### src/rtl/bank_split_pkg.sv
package bank_split_pkg;
    typedef enum logic {
        PH_IDLE = 1'b0,
        PH_XFER = 1'b1
    } phase_t;
endpackage

### src/rtl/lane_plan.sv
// Per-transaction bank enable and write-lane steering.
module lane_plan #(
    parameter int BYTE_W = 8
) (
    input  logic                  word_i,
    input  logic                  second_i,
    input  logic                  addr0_i,
    input  logic [2*BYTE_W-1:0]   wdata_i,
    output logic                  full_o,
    output logic                  bhe_n_o,
    output logic [2*BYTE_W-1:0]   lanes_o
);
    logic [BYTE_W-1:0] pick;

    always_comb begin
        full_o  = word_i && !second_i && !addr0_i;
        bhe_n_o = !(full_o || addr0_i);
        pick    = second_i ? wdata_i[2*BYTE_W-1:BYTE_W] : wdata_i[BYTE_W-1:0];
        lanes_o = full_o ? wdata_i : {pick, pick};
    end
endmodule

### src/rtl/read_merge.sv
// Gathers read lanes into a right-justified result.
module read_merge #(
    parameter int BYTE_W = 8
) (
    input  logic                  full_i,
    input  logic                  second_i,
    input  logic                  addr0_i,
    input  logic [2*BYTE_W-1:0]   lanes_i,
    input  logic [BYTE_W-1:0]     held_i,
    output logic [BYTE_W-1:0]     byte_o,
    output logic [2*BYTE_W-1:0]   result_o
);
    always_comb begin
        byte_o = addr0_i ? lanes_i[2*BYTE_W-1:BYTE_W] : lanes_i[BYTE_W-1:0];
        if (full_i)
            result_o = lanes_i;
        else if (second_i)
            result_o = {byte_o, held_i};
        else
            result_o = {{BYTE_W{1'b0}}, byte_o};
    end
endmodule

### src/rtl/bank_split_ctrl.sv
module bank_split_ctrl #(
    parameter int ADDR_W = 20,
    parameter int BYTE_W = 8
) (
    input  logic                  clk,
    input  logic                  rst_n,
    input  logic                  start_i,
    input  logic                  write_i,
    input  logic                  word_i,
    input  logic [ADDR_W-1:0]     addr_i,
    input  logic [2*BYTE_W-1:0]   wdata_i,
    output logic                  busy_o,
    output logic                  done_o,
    output logic [2*BYTE_W-1:0]   rdata_o,
    output logic                  bus_req_o,
    input  logic                  bus_ack_i,
    output logic [ADDR_W-1:0]     bus_addr_o,
    output logic                  bus_bhe_n_o,
    output logic                  bus_we_o,
    output logic [2*BYTE_W-1:0]   bus_wdata_o,
    input  logic [2*BYTE_W-1:0]   bus_rdata_i
);
    import bank_split_pkg::*;

    localparam int DATA_W = 2 * BYTE_W;

    typedef struct packed {
        phase_t              phase;
        logic                second;
        logic                we;
        logic                word;
        logic [ADDR_W-1:0]   addr;
        logic [DATA_W-1:0]   wdata;
        logic [BYTE_W-1:0]   held;
        logic                done;
        logic [DATA_W-1:0]   rdata;
    } state_t;

    state_t st_q, st_d;

    logic                full;
    logic                bhe_n;
    logic [DATA_W-1:0]   lanes_w;
    logic [BYTE_W-1:0]   rd_byte;
    logic [DATA_W-1:0]   rd_result;
    logic                needs_split;

    lane_plan #(.BYTE_W(BYTE_W)) u_plan (
        .word_i   (st_q.word),
        .second_i (st_q.second),
        .addr0_i  (st_q.addr[0]),
        .wdata_i  (st_q.wdata),
        .full_o   (full),
        .bhe_n_o  (bhe_n),
        .lanes_o  (lanes_w)
    );

    read_merge #(.BYTE_W(BYTE_W)) u_merge (
        .full_i   (full),
        .second_i (st_q.second),
        .addr0_i  (st_q.addr[0]),
        .lanes_i  (bus_rdata_i),
        .held_i   (st_q.held),
        .byte_o   (rd_byte),
        .result_o (rd_result)
    );

    assign needs_split = st_q.word && st_q.addr[0] && !st_q.second;

    always_comb begin
        st_d      = st_q;
        st_d.done = 1'b0;
        unique case (st_q.phase)
            PH_IDLE: begin
                if (start_i) begin
                    st_d.phase  = PH_XFER;
                    st_d.second = 1'b0;
                    st_d.we     = write_i;
                    st_d.word   = word_i;
                    st_d.addr   = addr_i;
                    st_d.wdata  = wdata_i;
                end
            end
            PH_XFER: begin
                if (bus_ack_i) begin
                    if (needs_split) begin
                        st_d.second = 1'b1;
                        st_d.held   = rd_byte;
                        st_d.addr   = st_q.addr + ADDR_W'(1);
                    end else begin
                        st_d.phase = PH_IDLE;
                        st_d.done  = 1'b1;
                        st_d.rdata = rd_result;
                    end
                end
            end
            default: st_d.phase = PH_IDLE;
        endcase
    end

    always_ff @(posedge clk) begin
        if (!rst_n) begin
            st_q <= '0;
        end else begin
            st_q <= st_d;
        end
    end

    assign busy_o      = (st_q.phase == PH_XFER);
    assign done_o      = st_q.done;
    assign rdata_o     = st_q.rdata;
    assign bus_req_o   = (st_q.phase == PH_XFER);
    assign bus_addr_o  = st_q.addr;
    assign bus_bhe_n_o = bhe_n;
    assign bus_we_o    = st_q.we;
    assign bus_wdata_o = lanes_w;
endmodule

### config.mk
export PLATFORM = sky130hd
export DESIGN_NAME = bank_split_ctrl
export DESIGN_NICKNAME = d
export VERILOG_FILES = /design/src/rtl/bank_split_pkg.sv /design/src/rtl/lane_plan.sv /design/src/rtl/read_merge.sv /design/src/rtl/bank_split_ctrl.sv
export SDC_FILE = /design/constraint.sdc
export NUM_CORES = 1
export LEC_CHECK = 0
export ABC_AREA = 1
export BUFFER_PORTS_ARGS = -buffer_cell sky130_fd_sc_hd__buf_4
export CAP_MARGIN = 20
export CORE_ASPECT_RATIO = 1.5
export CORE_UTILIZATION = 50
export CTS_CLUSTER_SIZE = 30
export DETAILED_ROUTE_END_ITERATION = 7
export GPL_TIMING_DRIVEN = 0
export PLACE_DENSITY = 0.78
export SYNTH_ARGS = -nofsm -noshare
export SYNTH_HDL_FRONTEND = slang
export SYNTH_SLANG_ARGS = --single-unit
export TNS_END_PERCENT = 50
### constraint.sdc
create_clock -name clk -period 3 [get_ports clk]
set_clock_uncertainty 0.15 [all_clocks]
set_input_delay 0.6 -clock clk [delete_from_list [all_inputs] [get_ports clk]]
set_output_delay 0.6 -clock clk [all_outputs]
set_load 0.05 [all_outputs]
==> results_dict.tcl <==
set metrics [dict create \
    arrival_ns 1.90 \
    start_kind "flop" \
    diodes 0 \
    max_freq_mhz 377 \
    cpPeakStageDelay_ns 0.35 \
    die-area_mm2 0.00776 \
    dr.pass1.iters 6 \
    r2r_slack_ns 1.21 \
    tritoncts "done" \
    clk_latency_ns 0.34 \
    yosysWarningCount 0 \
    coreArea_mm2 0.00718 \
    p_leak_nw 2.23 \
    cp-end-kind "output pin" \
    drt_iter0_markers 222 \
    synth_edf_count 0 \
    antenna_found_initial 0 \
    power_mw 2.27 \
    slew_headroom_pct 63.6 \
    slowest_stage "clkbuf_1" \
    cts_sinks 65 \
    vias 3878 \
    layout_commonest_cell "buf_4" \
    die_y_um 107 \
    yosysSeqAreaShare_pct 35.1 \
    outcome "finished, final reports clean" \
    clk_path_buf_depth 2 \
    cts-root-buf "clkbuf_8" \
    required_ns 2.25 \
    crit_type "reg2out" \
    dp_worst_setup_slack_ns 0.691 \
    async_reset_ff_share_pct 0 \
    cap_violations 0 \
    crit_path_cell_trace "buf_6, inv_6, nand2_4, inv_1, nand2_1, clkbuf_1, nand2_1, o21ai_0, buf_4" \
    grt_pass1_vias 3438 \
    yosys_most_used_dff "dfxtp_1" \
    post-route-period-util_pct 88.5 \
    ctsResizeCount 0 \
    synth_cell_types 35 \
    grt_pass1_wl_um 15800 \
    drt.antenna.violating_nets 0 \
    areaGrowthSynthToFinish_pct 31.7 \
    yosysTopAreaCellShare_pct 35.1 \
    hold_viol_final 0 \
    drv_slew 0 \
    gp_congestion 1.02 \
    grt_setup_unrepaired "false" \
    clkTransAtPathRegs_ns 0.07 \
    track_usage_pct 26.5 \
    syn-num-nets 595 \
    die_w_um 72.3 \
    synth_area_leader_cell "dfxtp_1" \
    worstMarginPinSlew_ns 0.547 \
    routed_via_density 5.06 \
    cts-hold-fix-buffers 0 \
    peakVddDrop_mv 0.295 \
    overflow 0 \
    ioPinCount 115 \
    drc_errors 0 \
    mostFrequentLayoutCells "153 x buf_4, 110 x nand2_1, 65 x dfxtp_1, 59 x nor2_1, 54 x o21ai_0" \
    cp_max_fo 10 \
    final_layout_size_suffix_gt1_share_pct 31.4 \
    nFillCells 654 \
    cts_buffers 9 \
    postCtsSetupBuffers 0 \
    post-route-min-period_ns 2.65 \
    finalNetCount 720 \
    ctsHtreeMaxLevel 3 \
    grt_max_degree 11 \
    timing.final.ws_setup_ns 0.346 \
    portBuffers 114 \
    hpwlAfterDp_um 7720 \
    synthCells 536 \
    ys_ff_latch 65 \
    syn_area_per_cell_um2 6.91 \
    synthTopCellsByArea "dfxtp_1 35%, nand2_1 11%, buf_4 7.9%, o21ai_0 7.3%, nor2_1 6.0%" \
    netlist_area_mm2 0.00370 \
    wl_per_cell_um 13.2 \
    num_rows 38 \
    power_density_mw_per_mm2 465 \
    finalSetupViolCount 0 \
    start_util_pct 51.6 \
    cpMostUsedCell "nand2_1" \
    wl_um 10100 \
    min_path_type "reg2reg" \
]
## per-layer routing
layer,up-vias,routed length [um],track usage [%]
met3,25,595,5.52
li1,1963,-,-
met4,0,305,12.0
met2,137,5260,47.3
met1,1753,3970,29.5
met5,-,0,0
## final cells by class
class / instances / area, um2 / share of cell area, %
multi-input cells: 353 / 1740 / 35.8
clock buffers: 14 / 183 / 3.75
plain buffers: 62 / 443 / 9.08
repair buffers: 114 / 856 / 17.5
inverters: 56 / 215 / 4.41
clock inverters: 2 / 10.0 / 0.205
well taps: 100 / 125 / 2.57
flip-flops and latches: 65 / 1300 / 26.7
## worst max-delay path, delay by kind of cell, from the launching register on
family / cells / cell delay (ns)
buffers and inverters: 5 / 0.82
AND/OR/NAND/NOR: 3 / 0.33
flip-flops: 1 / 0.32
AO/OA/AOI/OAI: 1 / 0.08
## logic make-up (layout without fill, tap and decap cells)
group / count (synthesis) / count (layout) / synth area share, %
compound gates: 126 / 126 / 19.4
xor+xnor: 2 / 2 / 0.473
fa+ha+maj: 1 / 1 / 0.338
buf+inv: 118 / 248 / 17.8
flops: 65 / 65 / 35.1
mux: 3 / 3 / 0.811
simple gates: 221 / 221 / 26.1
## synth_stat cells, types with 4 or more instances
cell and instances:
a211oi_1 7, a21oi_1 33, a31oi_1 6, buf_4 39, buf_6 8, clkbuf_1 12
dfxtp_1 65, inv_1 47, inv_2 7, nand2_1 110, nand2_4 4, nand3_1 30
nand4_1 5, nor2_1 59, nor2_4 4, o21a_1 5, o21ai_0 54, o21ai_2 6
o22ai_1 8
## sequential cells by signal, indices dropped and copies added (netlist names)
register	count
bus_addr_o	20
bus_we_o	1
rdata_o	16
bus_req_o	1
done_o	1
st_q	26
## power breakdown
| group | internal (mW) | switching (mW) | leakage [nW] |
|---|---|---|---|
| logic | 0.221 | 0.377 | 1.59 |
| registers | 0.910 | 0.0380 | 0.532 |
| clock network | 0.388 | 0.333 | 0.102 |
## worst paths after layout
check / cells after the start / from / endpoint
setup / recovery: 9 / st_q[63] / bus_wdata_o[14]
hold / removal: 2 / rdata_o[8] / rdata_o[8]
setup reg to reg: 8 / bus_addr_o[1] / bus_addr_o[18]
hold reg to reg: 2 / rdata_o[8] / rdata_o[8]
## through the flow
| stage | area, um2 | std cells | hold WS, ns | TNS, ns | util (%) |
|---|---|---|---|---|---|
| 6_report | 4880 | 766 | 0.318 | 0 | 67.9 |
| 5_1_grt | 4880 | 766 | 0.338 | 0 | 67.9 |
| 4_1_cts | 4880 | 766 | 0.320 | 0 | 67.9 |
| 3_5_place_dp | 4680 | 750 | 0.309 | 0 | 65.2 |
| 3_3_place_gp | 4680 | 750 | 0.302 | 0 | 65.2 |
| 2_1_floorplan | 3700 | 536 | 0.290 | -0.980 | - |
Power figures use the tool's default switching activity.
